$ cat src/rtl/hpwm_pkg.sv
package hpwm_pkg;

    typedef enum logic [1:0] {
        PH_IDLE = 2'd0,
        PH_ENER = 2'd1,
        PH_HOLD = 2'd2
    } phase_e;

    typedef struct packed {
        logic       tmr_en;
        logic [2:0] duty;
        logic [3:0] ener_code;
    } ctl_t;

    localparam int SLOT_W = 5;
    localparam int MS_CW  = 9;

    // energizing time in ms for each code
    function automatic logic [MS_CW-1:0] ener_ms(input logic [3:0] code);
        case (code)
            4'd0:    ener_ms = 9'd0;
            4'd1:    ener_ms = 9'd3;
            4'd2:    ener_ms = 9'd5;
            4'd3:    ener_ms = 9'd10;
            4'd4:    ener_ms = 9'd15;
            4'd5:    ener_ms = 9'd20;
            4'd6:    ener_ms = 9'd30;
            4'd7:    ener_ms = 9'd50;
            4'd8:    ener_ms = 9'd80;
            4'd9:    ener_ms = 9'd110;
            4'd10:   ener_ms = 9'd140;
            4'd11:   ener_ms = 9'd170;
            4'd12:   ener_ms = 9'd200;
            4'd13:   ener_ms = 9'd230;
            4'd14:   ener_ms = 9'd260;
            default: ener_ms = 9'd300;
        endcase
    endfunction

    // chop pattern: 4 slots on out of 32 / 16, or duty out of 8
    function automatic logic hold_on(input logic [2:0] duty, input logic [SLOT_W-1:0] slot);
        case (duty)
            3'd0:    hold_on = 1'b0;
            3'd1:    hold_on = (slot < 5'd4);
            3'd2:    hold_on = (slot[3:0] < 4'd4);
            default: hold_on = (slot[2:0] < duty);
        endcase
    endfunction

endpackage

$ cat src/rtl/hpwm_tick.sv
module hpwm_tick
    import hpwm_pkg::*;
#(
    parameter int SLOT_DIV = 250,
    parameter int MS_SLOTS = 400
) (
    input  logic              clk,
    input  logic              rst,
    output logic              ms_tick,
    output logic [SLOT_W-1:0] slot
);
    localparam int DIV_W = (SLOT_DIV > 1) ? $clog2(SLOT_DIV) : 1;
    localparam int MSS_W = (MS_SLOTS > 1) ? $clog2(MS_SLOTS) : 1;

    logic [DIV_W-1:0] div_q;
    logic [MSS_W-1:0] ms_q;
    logic             slot_tick;

    assign slot_tick = (div_q == DIV_W'(SLOT_DIV - 1));
    assign ms_tick   = slot_tick && (ms_q == MSS_W'(MS_SLOTS - 1));

    always_ff @(posedge clk) begin
        if (rst) begin
            div_q <= '0;
            ms_q  <= '0;
            slot  <= '0;
        end else if (slot_tick) begin
            div_q <= '0;
            slot  <= slot + 1'b1;
            ms_q  <= (ms_q == MSS_W'(MS_SLOTS - 1)) ? '0 : ms_q + 1'b1;
        end else begin
            div_q <= div_q + 1'b1;
        end
    end

    // the shared slot counter advances by one per slot tick
    a_r6_slot_step: assert property (@(posedge clk) disable iff (rst)
        slot_tick |=> (slot == $past(slot) + 5'd1));

    // between slot ticks the counter does not move
    a_r6_slot_hold: assert property (@(posedge clk) disable iff (rst)
        !slot_tick |=> $stable(slot));

endmodule

$ cat src/rtl/hpwm_chan.sv
module hpwm_chan
    import hpwm_pkg::*;
(
    input  logic              clk,
    input  logic              rst,
    input  ctl_t              ctl,
    input  logic              data,
    input  logic              pwm_start,
    input  logic              ms_tick,
    input  logic [SLOT_W-1:0] slot,
    input  logic              fault,
    output logic              gate
);
    phase_e           phase;
    logic [MS_CW-1:0] cnt;
    logic             killed;
    logic [MS_CW-1:0] limit;

    assign limit = ener_ms(ctl.ener_code);

    always_ff @(posedge clk) begin
        if (rst || !data) begin
            phase  <= PH_IDLE;
            cnt    <= '0;
            killed <= 1'b0;
        end else if (phase == PH_IDLE) begin
            cnt    <= '0;
            killed <= fault;
            phase  <= (ctl.ener_code == 4'd0) ? PH_HOLD : PH_ENER;
        end else begin
            if (fault) killed <= 1'b1;
            if (phase == PH_ENER && ctl.tmr_en) begin
                if (pwm_start) begin
                    phase <= PH_HOLD;
                end else if (ms_tick) begin
                    if (cnt + 9'd1 >= limit) phase <= PH_HOLD;
                    else                     cnt   <= cnt + 9'd1;
                end
            end
        end
    end

    assign gate = (phase != PH_IDLE) && !killed &&
                  (!ctl.tmr_en || phase == PH_ENER ||
                   (phase == PH_HOLD && hold_on(ctl.duty, slot)));

    // an on-bit of 0 turns the gate off from the next edge
    a_r1_off_when_low: assert property (@(posedge clk) disable iff (rst)
        !data |=> !gate);

    // a forced-off channel stays off while its on-bit is held
    a_r11_kill_sticks: assert property (@(posedge clk) disable iff (rst)
        (killed && data) |=> !gate);

    // a channel in hold never returns to energizing without a new rise
    a_r8_no_reenergize: assert property (@(posedge clk) disable iff (rst)
        (phase == PH_HOLD && data) |=> (phase != PH_ENER));

    // the ms counter never passes the longest energizing time
    a_r3_cnt_bound: assert property (@(posedge clk) disable iff (rst)
        cnt < 9'd300);

endmodule

$ cat src/rtl/hold_pwm_seq.sv
module hold_pwm_seq
    import hpwm_pkg::*;
#(
    parameter int NCH     = 8,
    parameter int CLK_HZ  = 100_000_000,
    parameter int SLOT_HZ = 400_000
) (
    input  logic           clk,
    input  logic           rst,
    input  logic [7:0]     ctl_reg,
    input  logic [NCH-1:0] chan_on,
    input  logic           pwm_start,
    input  logic           out_en,
    input  logic [NCH-1:0] fault,
    output logic [NCH-1:0] gate
);
    localparam int SLOT_DIV = CLK_HZ / SLOT_HZ;
    localparam int MS_SLOTS = SLOT_HZ / 1000;

    ctl_t              ctl;
    logic              ms_tick;
    logic [SLOT_W-1:0] slot;
    logic [NCH-1:0]    gate_raw;

    assign ctl = ctl_t'(ctl_reg);

    hpwm_tick #(
        .SLOT_DIV (SLOT_DIV),
        .MS_SLOTS (MS_SLOTS)
    ) u_tick (
        .clk     (clk),
        .rst     (rst),
        .ms_tick (ms_tick),
        .slot    (slot)
    );

    for (genvar i = 0; i < NCH; i++) begin : g_ch
        hpwm_chan u_ch (
            .clk       (clk),
            .rst       (rst),
            .ctl       (ctl),
            .data      (chan_on[i]),
            .pwm_start (pwm_start),
            .ms_tick   (ms_tick),
            .slot      (slot),
            .fault     (fault[i]),
            .gate      (gate_raw[i])
        );
    end

    assign gate = gate_raw & {NCH{out_en}};

endmodule

$ cat config.mk
export PLATFORM = sky130hd
export DESIGN_NAME = hold_pwm_seq
export DESIGN_NICKNAME = d
export VERILOG_FILES = /design/src/rtl/hpwm_pkg.sv /design/src/rtl/hpwm_tick.sv /design/src/rtl/hpwm_chan.sv /design/src/rtl/hold_pwm_seq.sv
export SDC_FILE = /design/constraint.sdc
export NUM_CORES = 1
export LEC_CHECK = 0
export BUFFER_PORTS_ARGS = -buffer_cell sky130_fd_sc_hd__buf_2
export CAP_MARGIN = 10
export CORE_MARGIN = 3
export CORE_UTILIZATION = 50
export DETAILED_ROUTE_END_ITERATION = 7
export GPL_ROUTABILITY_DRIVEN = 1
export PLACE_DENSITY_LB_ADDON = 0.3
export SLEW_MARGIN = 20
export SYNTH_ARGS = -nofsm -noshare
export SYNTH_HDL_FRONTEND = slang
export SYNTH_SLANG_ARGS = --single-unit
$ cat constraint.sdc
create_clock -name clk -period 3.77 [get_ports clk]
set_input_delay 0 -clock clk [delete_from_list [all_inputs] [get_ports clk]]
set_output_delay 0 -clock clk [all_outputs]
set_load 0.1 [all_outputs]
==> After elaboration in Yosys (flattened, before gate mapping) <==
Memory sizes are Yosys's and may differ from the RTL's.
Index checks and enable logic that the tools add are counted.
{ "totals": {"reg_bits": 118, "in_bits": 28, "rom_bits": 1152, "latchBits": 0, "n_memories": 8, "mem_bits_rw": 0, "word_cells": 295} }
{ "classes": {"eq_ne": 20, "addsub": 11, "mux": 59, "n_reduce_logical": 149, "n_div": 0, "multipliers": 0, "n_shift": 0, "order_cmp": 11, "bitwise": 10} }
{ "memory_table": {"columns": ["memory", "words", "word_bits", "rd", "rd_clocked_by_memory_dff", "write_ports", "line", "rtl"], "rows": [
  ["(name not given)", 16, 9, 1, 0, 0, "hpwm_pkg.sv:20", "case (code)"],
  ["(name not given)", 16, 9, 1, 0, 0, "hpwm_pkg.sv:20", null],
  ["(name not given)", 16, 9, 1, 0, 0, "hpwm_pkg.sv:20", null],
  ["(name not given)", 16, 9, 1, 0, 0, "hpwm_pkg.sv:20", null],
  ["(name not given)", 16, 9, 1, 0, 0, "hpwm_pkg.sv:20", null],
  ["(name not given)", 16, 9, 1, 0, 0, "hpwm_pkg.sv:20", null],
  ["2 more memories", null, null, null, null, null, null, null]
]} }
{ "ops": {"columns": ["op", "count"], "rows": [
  ["2-bit two-way mux", 41],
  ["9-bit by 1-bit adder with 9-bit output, second input constant", 9],
  ["9-bit >= comparator", 8],
  ["2-bit nonzero test", 24],
  ["3-bit nonzero test", 16],
  ["1-bit logical AND", 33],
  ["4-bit AND reduction", 8],
  ["1-bit logical OR", 24],
  ["3-bit AND reduction", 8],
  ["2-bit OR reduction", 9],
  ["1-bit zero test", 17],
  ["2-bit by 1-bit equality test with 1-bit output, second input constant", 8],
  ["2-bit equality test, second input constant", 8],
  ["2-bit zero test", 8],
  ["1-bit two-way mux", 16],
  ["9-bit equality test, second input constant", 1],
  ["9-bit two-way mux", 1],
  ["1-bit inverter", 9],
  ["8-bit by 1-bit adder with 8-bit output, second input constant", 1],
  ["8-bit AND", 1],
  ["8-bit equality test, second input constant", 1],
  ["5-bit by 1-bit adder with 5-bit output, second input constant", 1],
  ["5-bit by 3-bit < comparator with 1-bit output, second input constant", 1],
  ["4-bit zero test", 1],
  ["other kinds (6)", 6]
]} }

==> Logic depth before layout (Yosys ltp) <==
Gate-level depths: netlist (run 1).
{ "logic_depth": {"ltp_word": 7, "mapped_depth": 14} }

==> Modules after synthesis <==
From an unflattened synthesis (run 1), not the netlist that was laid out.
{ "unflattened": {"cells_unflattened": 1362, "area_unflattened_um2": 10990.5} }
{ "by_module_without_submodules": {"columns": ["module", "n_inst", "area_each_um2", "cells_each"], "rows": [
  ["hpwm_chan at g_ch[2].u_ch ...", 5, 1246.2, 155],
  ["hpwm_chan at g_ch[0].u_ch ...", 3, 1229.9, 156],
  ["hpwm_tick", 1, 1019.7, 111],
  ["hold_pwm_seq", 1, 50.0, 8]
]} }

==> Worst setup path after synthesis (run 1) <==
Ideal clock, no wire load.
{ "synth_timing": {"path_kind": "reg-to-output", "from": "reg u_tick.slot[1]", "to": "out gate[1]", "setup_slack_ps": 389, "required_time_ps": 3770, "path_buffers": 0, "arrival_time_ps": 3381, "path_stages_with_launch": 8, "path_cell_list": "dfxtp_1 ha_1 o21a_1 o21ai_0 a21oi_1 o21ai_0 mux2i_1 nor3b_1"} }
{ "synth_via": {"elab_chain_cells": 6, "word_cells_on_any_way": 8} }
{ "synth_rtl": {"columns": ["element", "line", "rtl"], "rows": [
  ["from (decl)", "hpwm_tick.sv:10", "output logic [SLOT_W-1:0] slot"],
  ["from (signal assigned)", "hpwm_tick.sv:29", "slot <= slot + 1'b1;"],
  ["5-bit by 3-bit < comparator with 1-bit output, or another cell as far along", "hpwm_pkg.sv:44", "3'd1: hold_on = (slot < 5'd4);"],
  ["1-bit one-hot mux with 3 select lines *", "hpwm_pkg.sv:42", "case (duty)"],
  ["1-bit logical AND *", "hpwm_chan.sv:45", "(phase == PH_HOLD && hold_on(ctl.duty, slot)));"],
  ["1-bit logical OR *", "hpwm_chan.sv:44", "(!ctl.tmr_en || phase == PH_ENER ||"],
  ["1-bit logical AND *", "hpwm_chan.sv:43", "assign gate = (phase != PH_IDLE) && !killed &&"],
  ["8-bit AND *", "hold_pwm_seq.sv:51", "assign gate = gate_raw & {NCH{out_en}};"],
  ["to (decl)", "hold_pwm_seq.sv:15", "output logic [NCH-1:0] gate"]
]} }
Mark *: on every way between the ends. The rest lies on a longest branch, timed or not.

==> Worst setup path in the final report (run 1) <==
{ "layout_timing": {"from": "reg g_ch[0].u_ch.cnt[0]", "to": "reg g_ch[0].u_ch.cnt[1]"} }
{ "layout_via": {"elab_chain_cells": 4} }
{ "layout_rtl": {"columns": ["element", "line", "rtl"], "rows": [
  ["from (decl)", "hpwm_chan.sv:15", "logic [MS_CW-1:0] cnt;"],
  ["from (signal assigned)", "hpwm_chan.sv:37", "else cnt <= cnt + 9'd1;"],
  ["9-bit by 1-bit adder with 9-bit output *", "hpwm_chan.sv:36, hpwm_chan.sv:37", null],
  ["9-bit >= comparator", "hpwm_chan.sv:36", "if (cnt + 9'd1 >= limit) phase <= PH_HOLD;"],
  ["1-bit inverter (no source line)", null, null],
  ["4-bit AND reduction (no source line)", null, null]
]} }
Marks and branches as above.
A chain may end at the register's enable or synchronous reset.

==> run_results.csv, run 1 <==
group,metric,value,unit
worst_setup_path,cp_slowest_stage_delay,0.71,ns
worst_setup_path,crit_family,"simple AND/OR/NAND/NOR gates",
yosys,synth_cells,919,
placed_design,place_congestion,0.8466,
sta,layout_setup_ws,0.3028,ns
placed_design,place_area,8441,um2
clock_network,htree_levels,4,
routing,wl_met3,735,um
worst_setup_path,cp.arrival,3.76,ns
clock_network,clock-root-buffer,"clkbuf_16",
status,outcome,"finished, final reports clean",
routing,m1WireLength,8821,um
hold_path,hold_class,"in -> reg",
sta,period_share,0.9197,
yosys,synth_cell_types,48,
worst_setup_path,path_class,"reg -> reg",
clock_network,clockBufferDepth,2,
sta,finalHoldViolCount,0,
yosys,async_flop_share,0,
yosys,yosys.area_share.simple,0.2006,
grt,grt_max_degree,22,
power,vdd_drop_max,0.3187,mV
grt,antenna_found_initial,3,
routing,topRoutingLayerUsed,"met5",
yosys,synth-main-ff-cell,"dfxtp_1",
yosys,synth_area,7990,um2
worst_setup_path,crit_chain,"ha_1 -> and3_1 -> and3_1 -> and3_1 -> xor2_1 -> ha_1 -> and4_1 -> nand2_1 -> a2111oi_0 -> a311oi_4 -> nand2_1 -> mux2i_1 -> nor2_1",
yosys,synth_top_area_frac,0.2956,
placed_design,place_ws,0.2612,ns
cells_and_area,final_area,9223,um2
worst_setup_path,slowest_stage,"a2111oi_0",
yosys,synth_compound_area_frac,0.1558,
yosys,synthAdderAreaFrac,0.1472,
yosys,synth.most_common_cell,"nor2_1",
die,die_y,132.4,um
worst_setup_path,worstPathBufferInverterCount,0,
yosys,synth-xor-area-share,0.1469,
die,initial_core_util,0.5179,
routing,via_per_inst,5.498,
die,rows,45,
sta,slew_violations,0,
clock_network,post_cts_buffers,0,
worst_setup_path,cp_max_fo,10,
yosys,synth-edff-count,0,
sta,slew_headroom,0.2982,
die,core,15430,um2
routing,wl_met2,8488,um
worst_setup_path,critPathLaunchType,"register",
routing,avgRoutedWirePerCell,15.24,um
sta,fmaxAchievable,288.4,MHz
grt,grt_overflow,0,
cells_and_area,area_growth,15.42,%
routing,vias,6636,
worst_setup_path,required,4.06,ns
yosys,synth_commonest_cells,"nor2_1 (127), dfxtp_1 (118), ha_1 (94)",
routing,dr.pass1.iters,7,
die,ios,36,
placed_design,port_buffers,35,
yosys,muxShareOfSynthArea,0.02850,
sta,setup_violations,0,
grt,gr-usage-all-layers,0.2126,
power,power.leakage,3.949,nW
routing,drt_iter0_markers,391,
clock_network,cts-buffers-inserted,17,
clock_network,clk_pin_slew,0.06,ns
clock_network,clkLatencyLatePin,0.43,ns
clock_network,clkSinkCount,118,
die,dieWidth,132.4,um
sta,rsz0062_at_grt,"no",
cells_and_area,finalNetCount,1103,
yosys,yosysWarnings,0,
yosys,synth_seq_cells,118,
sta,max_slew.worst_pin.slew,1.053,ns
routing,postRouteAntennaNets,0,
yosys,yosys-top-cells-area,"dfxtp_1 (30%), ha_1 (15%), xor2_1 (9.8%)",
placed_design,hpwl,12760,um
run,maxCapViolations,0,
power,p_per_area,346.8,nW/um2
sta,min_period,3.467,ns
clock_network,cts_tree,"done",
routing,routed_wl,18400,um
yosys,yosys.area.top_type,"dfxtp_1",
worst_setup_path,crit_path_frequent_cell,"and3_1",
yosys,syn-num-nets,1041,
cells_and_area,drive_gt1_frac,0.1056,
yosys,syn_area_per_cell,8.694,um2
die,die_area,17530,um2
yosys,synth_top_family_by_area,"simple AND/OR/NAND/NOR gates",
routing,drc_errors,0,
sta,finClkSkew,0.01389,ns
sta,fin_tns_setup,0,ns
worst_setup_path,worst_setup_path_end_kind,"register",
yosys,seq_area_frac_synth,0.2956,
grt,grt_pass1_wl,30480,um
grt,grt_pass1_vias,6276,
cells_and_area,post-route-util,0.5978,
worst register-to-register path: stages (launching register included):
cell and delay [ns]:
dfxtp_1 0.35, ha_1 0.25, and3_1 0.23, and3_1 0.23, and3_1 0.21, xor2_1 0.15, ha_1 0.29, and4_1 0.23
nand2_1 0.06, a2111oi_0 0.71, a311oi_4 0.18, nand2_1 0.18, mux2i_1 0.21, nor2_1 0.06
report_power, final:
group          internal, W  switching [W]
sequential         0.00126      0.0000165
clock             0.000947       0.000636
combinational     0.000124       0.000214
total              0.00233       0.000866
per-stage QoR:
step                hold slack (ns)  power [W]  std cells
CTS                        0.009457   0.003224       1205
global route                0.03097   0.003316       1207
floorplan                    0.1086   0.001516        919
global placement             0.2025   0.001617       1154
finish                      0.01632   0.003199       1207
detailed placement           0.2094   0.001622       1154
layout by cell type, fill, tap and decap left out, drive strengths merged, types with 4 or more instances in the layout:
cell,n
xnor2,45
nand3,43
nor2b,18
a21o,13
o41ai,4
dfxtp,118
o311a,5
nand2b,15
xor2,89
nand2,34
mux2,4
nand4,8
nor3,6
a21oi,43
dlygate4sd3,19
ha,94
a2111oi,4
and3,35
buf,51
a211oi,21
clkinv,8
o211ai,26
inv,28
o21a,5
mux2i,16
a211o,4
nor2,127
nor3b,10
o21ai,51
clkbuf,19
or3,9
logic make-up after synthesis:
family,Yosys count
buf+inv,52
mux,21
compound gates,183
flops,118
xor+xnor,134
simple gates,317
fa+ha+maj,94
timing repair:
item | 4_1_cts | 5_1_grt
endpoints found under the hold margin | 20 | 0
hold buffers | 19 | 0
setup endpoints to repair | 0 | 9
resized for setup | 0 | 1
routing by layer:
layer / GRT usage / vias up
met2: 0.3335 / 124
li1: - / 3392
met4: 0.07968 / 2
met5: 0 / -
met1: 0.2867 / 3088
met3: 0.04791 / 30
worst paths after layout:
path	start	to	cells after the start	slack (ns)
setup / recovery	g_ch[0].u_ch.cnt[0]$_SDFFE_PP0P_	g_ch[0].u_ch.cnt[1]$_SDFFE_PP0P_	13	0.30
hold reg to reg	u_tick.div_q[0]$_SDFF_PP0_	u_tick.div_q[0]$_SDFF_PP0_	1	0.47
hold / removal	rst	u_tick.slot[3]$_SDFFE_PP0P_	2	0.02
setup reg to reg	g_ch[0].u_ch.cnt[0]$_SDFFE_PP0P_	g_ch[0].u_ch.cnt[1]$_SDFFE_PP0P_	13	0.30
sequential cells by signal (all words and copies together), names as in the netlist:
signal and cells:
u_tick.ms_q 9, g_ch.u_ch.cnt 72, u_tick.div_q 8, u_tick.slot 5
g_ch.u_ch.phase 16, g_ch.u_ch.killed 8
layout make-up:
type	instances	area (um2)
clock inverters	13	122.6
fillers	1398	6205
flip-flops and latches	118	2362
inverters	25	93.84
well taps	211	264.0
clock buffers	19	452.9
repair buffers	70	485.5
diodes	2	5.005
multi-input cells	749	5436
(Power assumes the default switching activity.)
==> run 2, diff against run 1 <==
--- a/config.mk
+++ b/config.mk
@@ -11,7 +11,7 @@
 export CORE_UTILIZATION = 50
 export DETAILED_ROUTE_END_ITERATION = 7
 export GPL_ROUTABILITY_DRIVEN = 1
-export PLACE_DENSITY_LB_ADDON = 0.3
+export PLACE_DENSITY = 0.67
 export SLEW_MARGIN = 20
 export SYNTH_ARGS = -nofsm -noshare
 export SYNTH_HDL_FRONTEND = slang
==> run_results.csv, run 2 (synthesis results as in run 1) <==
group,metric,value,unit
status,outcome,"finished, final reports clean",
sta,min_period,3.461,ns
routing,topRoutingLayerUsed,"met4",
grt,grt_pass1_vias,6304,
routing,drt_iter0_markers,351,
cells_and_area,finalNetCount,1102,
die,die_area,17530,um2
cells_and_area,regMostFlops,"g_ch.u_ch.cnt",
grt,antenna_found_initial,0,
worst_setup_path,r2r_cells,13,
routing,avgRoutedWirePerCell,15.36,um
worst_setup_path,crit_start,"g_ch[0].u_ch.cnt[0]$_SDFFE_PP0P_",
die,core,15430,um2
placed_design,hpwl,12720,um
routing,vias,6590,
worst_setup_path,slowest_stage,"a2111oi_0",
routing,routed_wl,18500,um
worst_setup_path,path_class,"reg -> reg",
cells_and_area,area_growth,14.92,%
routing,via_per_inst,5.473,
sta,setup_violations,0,
routing,wl_met3,569,um
clock_network,cts_tree,"done",
routing,postRouteAntennaNets,0,
worst_setup_path,endpoint,"g_ch[0].u_ch.cnt[1]$_SDFFE_PP0P_",
worst_setup_path,cp_slowest_stage_delay,0.69,ns
cells_and_area,largest_reg_flops,72,
worst_setup_path,reg2reg_from,"g_ch[0].u_ch.cnt[0]$_SDFFE_PP0P_",
worst_setup_path,rrSetupSlack,0.31,ns
sta,max_slew.worst_pin.slew,1.036,ns
worst_setup_path,crit_chain,"ha_1 -> and3_1 -> and3_1 -> and3_1 -> xor2_1 -> ha_1 -> and4_1 -> nand2_1 -> a2111oi_0 -> a311oi_4 -> nand2_1 -> mux2i_1 -> nor2_1",
die,dieWidth,132.4,um
worst_setup_path,worst_setup_path_end_kind,"register",
sta,fin_hold_ws,0.01324,ns
worst_setup_path,cp_max_fo,10,
run,maxCapViolations,0,
sta,slew_headroom,0.3081,
grt,grt_pass1_wl,30880,um
power,p_per_area,340.9,nW/um2
sta,slew_violations,0,
grt,grt_overflow,0,
sta,rsz0062_at_grt,"no",
die,rows,45,
grt,gr-usage-all-layers,0.2161,
sta,period_share,0.9182,
sta,finClkSkew,0.007736,ns
placed_design,port_buffers,35,
worst_setup_path,r2r-end,"g_ch[0].u_ch.cnt[1]$_SDFFE_PP0P_",
sta,fin_tns_setup,0,ns
clock_network,clockBufferDepth,2,
routing,drc_errors,0,
sta,finalHoldViolCount,0,
cells_and_area,layout.cells.most_common,"nor2_1",
placed_design,place_congestion,0.8389,
hold_path,hold_class,"in -> reg",
hold_path,hold_path_depth,2,
clock_network,clock-root-buffer,"clkbuf_16",
power,vdd_drop_max,0.3122,mV
routing,m1WireLength,8935,um
routing,wl_met2,8565,um
power,power.leakage,3.930,nW
die,initial_core_util,0.5179,
clock_network,cts-buffers-inserted,17,
worst_setup_path,required,4.04,ns
worst_setup_path,crit_path_frequent_cell,"and3_1",
clock_network,clkSinkCount,118,
worst_setup_path,critPathLaunchType,"register",
cells_and_area,reg.largest.list,"g_ch.u_ch.cnt x72, g_ch.u_ch.phase x16, u_tick.ms_q x9",
cells_and_area,diodes,0,
worst_setup_path,cp.arrival,3.73,ns
clock_network,clkLatencyLatePin,0.42,ns
clock_network,clk_pin_slew,0.06,ns
grt,grt_max_degree,22,
sta,fmaxAchievable,288.9,MHz
cells_and_area,layout_common_cells,"nor2_1 (127), dfxtp_1 (118), ha_1 (94), xor2_1 (89), xnor2_1 (45)",
clock_network,htree_levels,4,
die,ios,36,
die,die_y,132.4,um
cells_and_area,drive_gt1_frac,0.1047,
routing,dr.pass1.iters,4,
run 2: changes by cell type in the layout (fill, tap and decap cells not counted), moves of 2 or more:
cell,previous run,this run
clkinvlp_4,1,4
clkbuf_1,0,2
clkinv_4,5,3
diode_2,2,0
dlygate4sd3_1,19,17
inv_6,3,0
run 2: worst min-delay path by stage:
stage | start | to | slack (ns)
finish | rst | u_tick.slot[2]$_SDFFE_PP0P_ | 0.01
detailed placement | fault[2] | g_ch[2].u_ch.killed$_SDFFE_PP0P_ | 0.20
global placement | fault[5] | g_ch[5].u_ch.killed$_SDFFE_PP0P_ | 0.20
global route | rst | u_tick.slot[0]$_SDFFE_PP0P_ | 0.03
CTS | rst | u_tick.slot[2]$_SDFFE_PP0P_ | 0.009
floorplan | fault[0] | g_ch[0].u_ch.killed$_SDFFE_PP0P_ | 0.11
run 2: power by group:
group	internal (W)	switching, W
registers	0.00126	0.0000165
clock network	0.000919	0.000594
logic	0.000124	0.000216
run 2: routing by layer:
metal | vias up | global-route usage
li1 | 3386 | -
met1 | 3071 | 0.2859
met2 | 103 | 0.3457
met3 | 30 | 0.04677
met4 | 0 | 0.08314
met5 | - | 0
run 2: final cells by class:
class / instances / area (um2)
well taps: 211 / 264.0
inverters: 25 / 93.84
repair buffers: 69 / 473.0
multi-input cells: 749 / 5436
clock buffers: 20 / 446.7
clock inverters: 12 / 106.4
flip-flops and latches: 118 / 2362
fillers: 1391 / 6245
run 2: what timing repair did:
action                                  CTS  global route
gates resized for setup                   0             1
hold buffers                             17             0
setup buffers                             0             0
endpoints found under the setup margin    0             1
hold endpoints to repair                 22             0
run 2: worst max-delay path: cells and delay by family (launching register included):
family,cells,cell delay (ns)
compound gates,2,0.88
mux,1,0.21
flops,1,0.36
simple gates,7,1.18
fa+ha+maj,2,0.54
xor+xnor,1,0.15
run 2: per-stage QoR:
step           instances  total power (W)  setup WS [ns]  cell area (um2)    util
3_5_place_dp        1155         0.001625         0.2403             8448  0.5476
4_1_cts             1204         0.003160         0.2200             9171  0.5945
6_report            1204         0.003131         0.3086             9183  0.5952
2_1_floorplan        919         0.001516         0.3888             7990       -
3_3_place_gp        1155         0.001621         0.3669             8448  0.5476
5_1_grt             1204         0.003266        0.09213             9183  0.5952
